File: config.mk
export PLATFORM = sky130hd
export DESIGN_NAME = rnn_step_sched
export DESIGN_NICKNAME = d
export VERILOG_FILES = /design/src/rtl/rss_pkg.sv /design/src/rtl/rss_cmd_seq.sv /design/src/rtl/rss_out_pool.sv /design/src/rtl/rnn_step_sched.sv
export SDC_FILE = /design/constraint.sdc
export NUM_CORES = 1
export LEC_CHECK = 0
export ABC_CLOCK_PERIOD_IN_PS = 2500
export BUFFER_PORTS_ARGS = -buffer_cell sky130_fd_sc_hd__clkbuf_2
export CORE_MARGIN = 2
export CORE_UTILIZATION = 49
export CTS_CLUSTER_DIAMETER = 50
export DETAILED_ROUTE_END_ITERATION = 16
export MAX_ROUTING_LAYER = met4
export PLACE_DENSITY_LB_ADDON = 0.15
export SYNTH_ARGS = -nofsm -noshare
export SYNTH_HDL_FRONTEND = slang
export SYNTH_HIERARCHICAL = 1
export SYNTH_SLANG_ARGS = --single-unit
File: constraint.sdc
create_clock -name clk -period 2.5 [get_ports clk]
set_input_delay 0.25 -clock clk [delete_from_list [all_inputs] [get_ports clk]]
set_output_delay 0.25 -clock clk [all_outputs]
set_load 0.02 [all_outputs]
File: src/rtl/rss_pkg.sv
package rss_pkg;
   typedef enum logic [1:0] {
      OP_RECUR = 2'd0,
      OP_BIAS  = 2'd1,
      OP_COPY  = 2'd2,
      OP_ACT   = 2'd3
   } op_e;

   typedef enum logic [2:0] {
      S_IDLE,
      S_CMD,
      S_HID,
      S_DISP,
      S_DRAIN
   } st_e;
endpackage

File: src/rtl/rss_cmd_seq.sv
module rss_cmd_seq
   import rss_pkg::*;
(
   input  logic clk,
   input  logic rst_n,
   input  logic clr_i,
   input  logic adv_i,
   input  logic first_i,
   output op_e  op_o,
   output logic last_o
);
   localparam int PH_W = 2;

   logic [PH_W-1:0] phase_q;

   always_ff @(posedge clk or negedge rst_n) begin
      if (!rst_n)      phase_q <= '0;
      else if (clr_i)  phase_q <= '0;
      else if (adv_i)  phase_q <= phase_q + 1'b1;
   end

   always_comb begin
      op_o   = OP_ACT;
      last_o = 1'b0;
      if (first_i) begin
         unique case (phase_q)
            2'd0:    op_o = OP_COPY;
            2'd1:    op_o = OP_BIAS;
            default: op_o = OP_ACT;
         endcase
         last_o = (phase_q == 2'd2);
      end else begin
         unique case (phase_q)
            2'd0:    op_o = OP_RECUR;
            2'd1:    op_o = OP_BIAS;
            2'd2:    op_o = OP_COPY;
            default: op_o = OP_ACT;
         endcase
         last_o = (phase_q == 2'd3);
      end
   end
endmodule

File: src/rtl/rss_out_pool.sv
module rss_out_pool #(
   parameter int NUM_OUT = 4
) (
   input  logic               clk,
   input  logic               rst_n,
   input  logic               fire_i,
   input  logic [NUM_OUT-1:0] done_i,
   output logic [NUM_OUT-1:0] grant_o,
   output logic               any_idle_o,
   output logic               all_idle_o
);
   localparam int  PTR_W = $clog2(NUM_OUT);
   localparam bit  POW2  = ((NUM_OUT & (NUM_OUT - 1)) == 0);

   if (NUM_OUT < 2) begin : g_bad_cfg
      initial $fatal(1, "rss_out_pool: NUM_OUT must be at least 2");
   end

   logic [NUM_OUT-1:0] busy;
   logic [PTR_W-1:0]   rr_q, rr_nxt, gidx;

   for (genvar k = 0; k < NUM_OUT; k++) begin : g_eng
      logic b_q;
      always_ff @(posedge clk or negedge rst_n) begin
         if (!rst_n)                    b_q <= 1'b0;
         else if (fire_i && grant_o[k]) b_q <= 1'b1;
         else if (done_i[k])            b_q <= 1'b0;
      end
      assign busy[k] = b_q;

      AST_BUSY_HELD: assert property (@(posedge clk) disable iff (!rst_n)
         busy[k] && !done_i[k] |=> busy[k]);
   end

   always_comb begin
      grant_o    = '0;
      gidx       = '0;
      any_idle_o = 1'b0;
      for (int i = 0; i < NUM_OUT; i++) begin
         int c;
         c = int'(rr_q) + i;
         if (c >= NUM_OUT) c = c - NUM_OUT;
         if (!any_idle_o && !busy[c]) begin
            any_idle_o = 1'b1;
            gidx       = PTR_W'(c);
         end
      end
      if (any_idle_o) grant_o[gidx] = 1'b1;
   end

   assign all_idle_o = (busy == '0);

   if (POW2) begin : g_wrap_free
      assign rr_nxt = gidx + 1'b1;
   end else begin : g_wrap_cmp
      assign rr_nxt = (gidx == PTR_W'(NUM_OUT - 1)) ? '0 : gidx + 1'b1;
   end

   always_ff @(posedge clk or negedge rst_n) begin
      if (!rst_n)                   rr_q <= '0;
      else if (fire_i && any_idle_o) rr_q <= rr_nxt;
   end
endmodule

File: src/rtl/rnn_step_sched.sv
module rnn_step_sched
   import rss_pkg::*;
#(
   parameter int NUM_OUT = 4,
   parameter int STEP_W  = 4,
   parameter int WORD_W  = 16
) (
   input  logic               clk,
   input  logic               rst_n,
   input  logic               start_i,
   input  logic [STEP_W-1:0]  steps_i,
   input  logic [WORD_W-1:0]  word_i,
   output logic               cmd_valid_o,
   input  logic               cmd_ready_i,
   output logic [1:0]         cmd_op_o,
   output logic [WORD_W-1:0]  cmd_arg_o,
   output logic [STEP_W-1:0]  cmd_step_o,
   input  logic               hid_done_i,
   output logic [NUM_OUT-1:0] out_start_o,
   output logic [STEP_W-1:0]  out_step_o,
   input  logic [NUM_OUT-1:0] out_done_i,
   output logic               done_o
);
   if (STEP_W < 1 || WORD_W < 1) begin : g_bad_cfg
      initial $fatal(1, "rnn_step_sched: STEP_W and WORD_W must be positive");
   end

   st_e               st_q;
   logic [STEP_W-1:0] step_q, last_q;
   op_e               seq_op;
   logic              seq_last, accept, fire, any_idle, all_idle;
   logic [NUM_OUT-1:0] grant;

   assign cmd_valid_o = (st_q == S_CMD);
   assign accept      = cmd_valid_o && cmd_ready_i;
   assign fire        = (st_q == S_DISP) && any_idle;
   assign cmd_op_o    = seq_op;
   assign cmd_arg_o   = (seq_op == OP_COPY) ? word_i : '0;
   assign cmd_step_o  = step_q;
   assign out_start_o = fire ? grant : '0;
   assign out_step_o  = step_q;
   assign done_o      = (st_q == S_DRAIN) && all_idle;

   rss_cmd_seq u_seq (
      .clk     (clk),
      .rst_n   (rst_n),
      .clr_i   ((st_q == S_IDLE) || fire),
      .adv_i   (accept),
      .first_i (step_q == '0),
      .op_o    (seq_op),
      .last_o  (seq_last)
   );

   rss_out_pool #(.NUM_OUT(NUM_OUT)) u_pool (
      .clk        (clk),
      .rst_n      (rst_n),
      .fire_i     (fire),
      .done_i     (out_done_i),
      .grant_o    (grant),
      .any_idle_o (any_idle),
      .all_idle_o (all_idle)
   );

   always_ff @(posedge clk or negedge rst_n) begin
      if (!rst_n) begin
         st_q   <= S_IDLE;
         step_q <= '0;
         last_q <= '0;
      end else begin
         unique case (st_q)
            S_IDLE: if (start_i && steps_i != '0) begin
               step_q <= '0;
               last_q <= steps_i - 1'b1;
               st_q   <= S_CMD;
            end
            S_CMD:  if (accept && seq_last) st_q <= S_HID;
            S_HID:  if (hid_done_i) st_q <= S_DISP;
            S_DISP: if (fire) begin
               if (step_q == last_q) st_q <= S_DRAIN;
               else begin
                  step_q <= step_q + 1'b1;
                  st_q   <= S_CMD;
               end
            end
            S_DRAIN: if (all_idle) st_q <= S_IDLE;
            default: st_q <= S_IDLE;
         endcase
      end
   end

   AST_CMD_HOLD: assert property (@(posedge clk) disable iff (!rst_n)
      cmd_valid_o && !cmd_ready_i |=> cmd_valid_o && $stable(cmd_op_o) && $stable(cmd_step_o));
   AST_FIRST_NO_RECUR: assert property (@(posedge clk) disable iff (!rst_n)
      cmd_valid_o && cmd_step_o == '0 |-> cmd_op_o != OP_RECUR);
   AST_ONE_START: assert property (@(posedge clk) disable iff (!rst_n)
      $onehot0(out_start_o));
   AST_NO_CMD_AT_START: assert property (@(posedge clk) disable iff (!rst_n)
      out_start_o != '0 |-> !cmd_valid_o);
   AST_DONE_PULSE: assert property (@(posedge clk) disable iff (!rst_n)
      done_o |=> !done_o && !cmd_valid_o);
endmodule

==> summary.md <==
| Metric | Value |
|---|---|
| Max-slew violations | 0 |
| Sequential power share | approximately 23% |
| Count of final setup violators | 0 |
| Max Buffers Root-to-Sink | 2 |
| Root Driver | clkbuf_4 |
| Synth Instances | about 170 |
| Inserted Clock Buffers | 3 |
| Comb power frac | between 70% and 80% |
| Switching power share of the total | ~48% |
| Post-synth net total | 210 |
| Worst path required time | between 2 and 2.5 ns |
| Post-DR wirelength/cell | 12.6 µm |
| Worst setup SP type | flop |
| Setup ws final | ~0.15 ns |
| CP endpoint kind | primary output |
| Most frequent cells in the layout | clkbuf_2 (46), and2_1 (21), dfrtp_1 (17) |
| Share of cells above drive strength 1 | around two fifths |
| Routed Antenna Nets | 0 |
| Period utilization | a little over nine tenths |
| Pre-CTS worst setup slack | approximately 0.17 ns |
| Total vias in the final route | ~1,400 |
| Initial antenna violation count | 0 |
| Sequential share of the synthesized area | a little under a third |
| Worst Hold Class | in2reg |
| Maxcap violations | 0 |
| Grt total ovfl | 0 |
| Cell depth of the worst setup path | 8 |
| H-tree depth | 1 |
| Clock share of power | under 10% |
| DR vias/cell | roughly 5.2 |
| First-pass GRT wire length | a little over 5 mm |
| Tmin final | 2.35 ns |
| Worst-path fanout max | 6 |
| WL final | ~3.3 mm |
| RR Endpoint | st_q[0] |
| FP Rows | 20 |
| Final instance area | around 1900 µm² |
| Highest Clock Rate | 425 MHz |
| Port buffer count | 60 |
| Leak | ~1 nW |
| Critical path class | reg2out |
| Power per cell area | between 1000 and 1500 nW/µm² |
| Vias in the first global route | between 1,000 and 1,500 |
| Die area | between 3000 and 4000 µm² |
| GPL Wtd Cong | about 0.87 |
| Ys Warns | 6 |
| # nets final | around 270 |
| Slowest cell on crit path | dfrtp_1 |
| Syn avg cell area | 9.08 µm² |
| CP Data Arrival Time | 2.10 ns |
| Seq cells post-synth | 19 |
| Area delta synth->final | 24.9% |
| Core footprint | between 3000 and 4000 µm² |
| Setup TNS | 0 ns |
| GRT Overall Usage | a little under a fifth |
| Io pins | 61 |
| Mapped Area | between 1500 and 2000 µm² |
| CP max stage delay | 0.48 ns |
| RR Startpoint | cmd_step_o[0] |
| Outcome | finished clean |
| Commonest non-fill, non-tap cell in the layout | clkbuf_2 |
| Clock-pin transition on the worst setup and hold timing paths | roughly 0.10 ns |
| Fin cells | between 200 and 300 |
| Slew @ Worst Pin | 0.490 ns |
| R2R cell count | 8 |
| Hold_sp | out_done_i[1] |
| RSZ-0062 raised after global routing | yes |
| Slew headroom | between 60% and 70% |
| P_int | ~1.2 mW |
| Area post-placement | ~1800 µm² |
| Initial Utilization | 51.1% |
| Largest net degree at the start of global routing | 20 |
| Die boundary width | ~60 µm |
| Reg2Reg Setup Slack | roughly 0.27 ns |
| Worst vdd ir | 0.493 mV |
| TritonCTS clock tree | built |
| Dpl cells | around 250 |
| Tot Pwr | 2.36 mW |
| First DRT Iteration DRCs | 40 |
| Worst Setup SP | u_pool/g_eng[0].b_q |
| Drt drc | 0 |
| Worst Clk Skew | between 0.005 and 0.006 ns |
| DR pass1 iterations | 4 |
| Sw power | ~1.1 mW |
| Delay-heaviest family, CP | compound AO/OA/AOI/OAI gates |
| Synth cell types | between 40 and 50 |
| Crit path to | out_start_o[1] |
| Clock latency on the worst-skew pair | 0.29 ns |
| CP cell instances | nand2b_1 -> a21boi_0 -> o21ai_1 -> o21ai_0 -> ha_1 -> and2_1 -> and3_2 -> clkbuf_2 |
| Die Y-Extent | roughly 60 µm |
| Number of buffers and inverters on the critical path | 1 |
| Fin. Hold Viols | 0 |
| # diodes | 0 |
| # clock sinks | 19 |
| HPWL after DPL | 2.57 mm |
==> sequential cells by signal (all words and copies together), names as in the netlist <==
register	flops
cmd_step_o	4
last_q	4
u_pool/g_eng.b_q	4
st_q	3
u_pool/rr_q	2
u_seq/phase_q	2
==> layout make-up <==
cell class / count / area, µm²
Clock buffer: 4 / 26.3
Sequential cell: 19 / 478
Tap cell: 33 / 41.3
Fill cell: 252 / 1090
Multi-Input combinational cell: 125 / 946
Timing Repair Buffer: 66 / 368
Inverter: 15 / 56.3
==> synth_stat cells, drive strengths merged <==
master | number | share of area (%)
nand2b | 1 | 0.41
clkbuf | 1 | 0.24
o21a | 1 | 0.49
ha | 12 | 9.8
buf | 9 | 5.5
nor4 | 1 | 0.41
and3 | 4 | 2.0
a21oi | 5 | 1.9
nor2b | 1 | 0.41
o221a | 1 | 0.73
xnor2 | 7 | 4.0
mux2 | 3 | 2.9
and4 | 1 | 0.57
nor4b | 1 | 0.57
nor3b | 3 | 1.5
a21boi | 2 | 0.98
nor2 | 8 | 2.0
mux2i | 4 | 2.6
and4bb | 1 | 0.82
a311oi | 1 | 0.57
inv | 15 | 3.7
a31oi | 2 | 0.82
nand4 | 2 | 1.8
or2 | 1 | 0.41
o211ai | 1 | 0.82
or2b | 1 | 0.57
and2 | 22 | 9.1
nand3 | 3 | 0.98
o21bai | 1 | 0.49
nor3 | 4 | 1.3
nand2 | 13 | 3.7
dfrtp | 19 | 31
and3b | 1 | 0.57
o31a | 1 | 0.57
o22ai | 1 | 0.41
o21ai | 14 | 4.8
nand3b | 1 | 0.73
==> how the worst min path moves through the flow <==
stage                                to  slack (ns)  cells past startpoint
floorplan                 cmd_step_o[0]       -0.05                      0
global placement          cmd_step_o[2]        0.22                      1
detailed placement            last_q[1]        0.23                      1
CTS                 u_pool/g_eng[0].b_q        0.12                      2
global route        u_pool/g_eng[1].b_q        0.11                      2
finish              u_pool/g_eng[1].b_q        0.12                      2
==> layer usage <==
layer	wire length [µm]	up-vias	track usage (%)
met5	0	-	-
met4	25	0	5.08
met3	186	4	2.60
met2	1710	45	33.9
met1	1370	634	22.3
li1	-	686	-
==> cells by family after synthesis <==
| logic type | Yosys count | synth area share, % |
|---|---|---|
| flops | 19 | 31.0 |
| simple gates | 69 | 27.7 |
| fa+ha+maj | 12 | 9.79 |
| buf+inv | 25 | 9.38 |
| mux | 7 | 5.55 |
| compound gates | 30 | 12.6 |
| xor+xnor | 7 | 4.00 |
==> stage by stage <==
step	util (%)	hold slack, ns
final	63.8	0.124
after global routing	63.8	0.112
after CTS	61.5	0.124
after detailed placement	60.1	0.230
after global placement	60.1	0.222
after floorplan	-	-0.0456
==> power groups by stage <==
stage / Sequential [mW] / Combinational, mW / Clock [mW]
floorplan: 0.504 / 1.15 / 0
global placement: 0.533 / 1.48 / 0
detailed placement: 0.541 / 1.51 / 0
CTS: 0.535 / 1.52 / 0.157
global route: 0.556 / 1.84 / 0.170
finish: 0.535 / 1.67 / 0.152
==> repair_timing <==
action | in CTS | in global routing
hold buffers | 1 | 0
pin swaps | 0 | 0
resized for setup | 1 | 31
setup buffers | 0 | 3
hold endpoints to repair | 19 | 0
gates cloned | 0 | 1
setup endpoints to repair | 16 | 16
(Power assumes the default switching activity.)
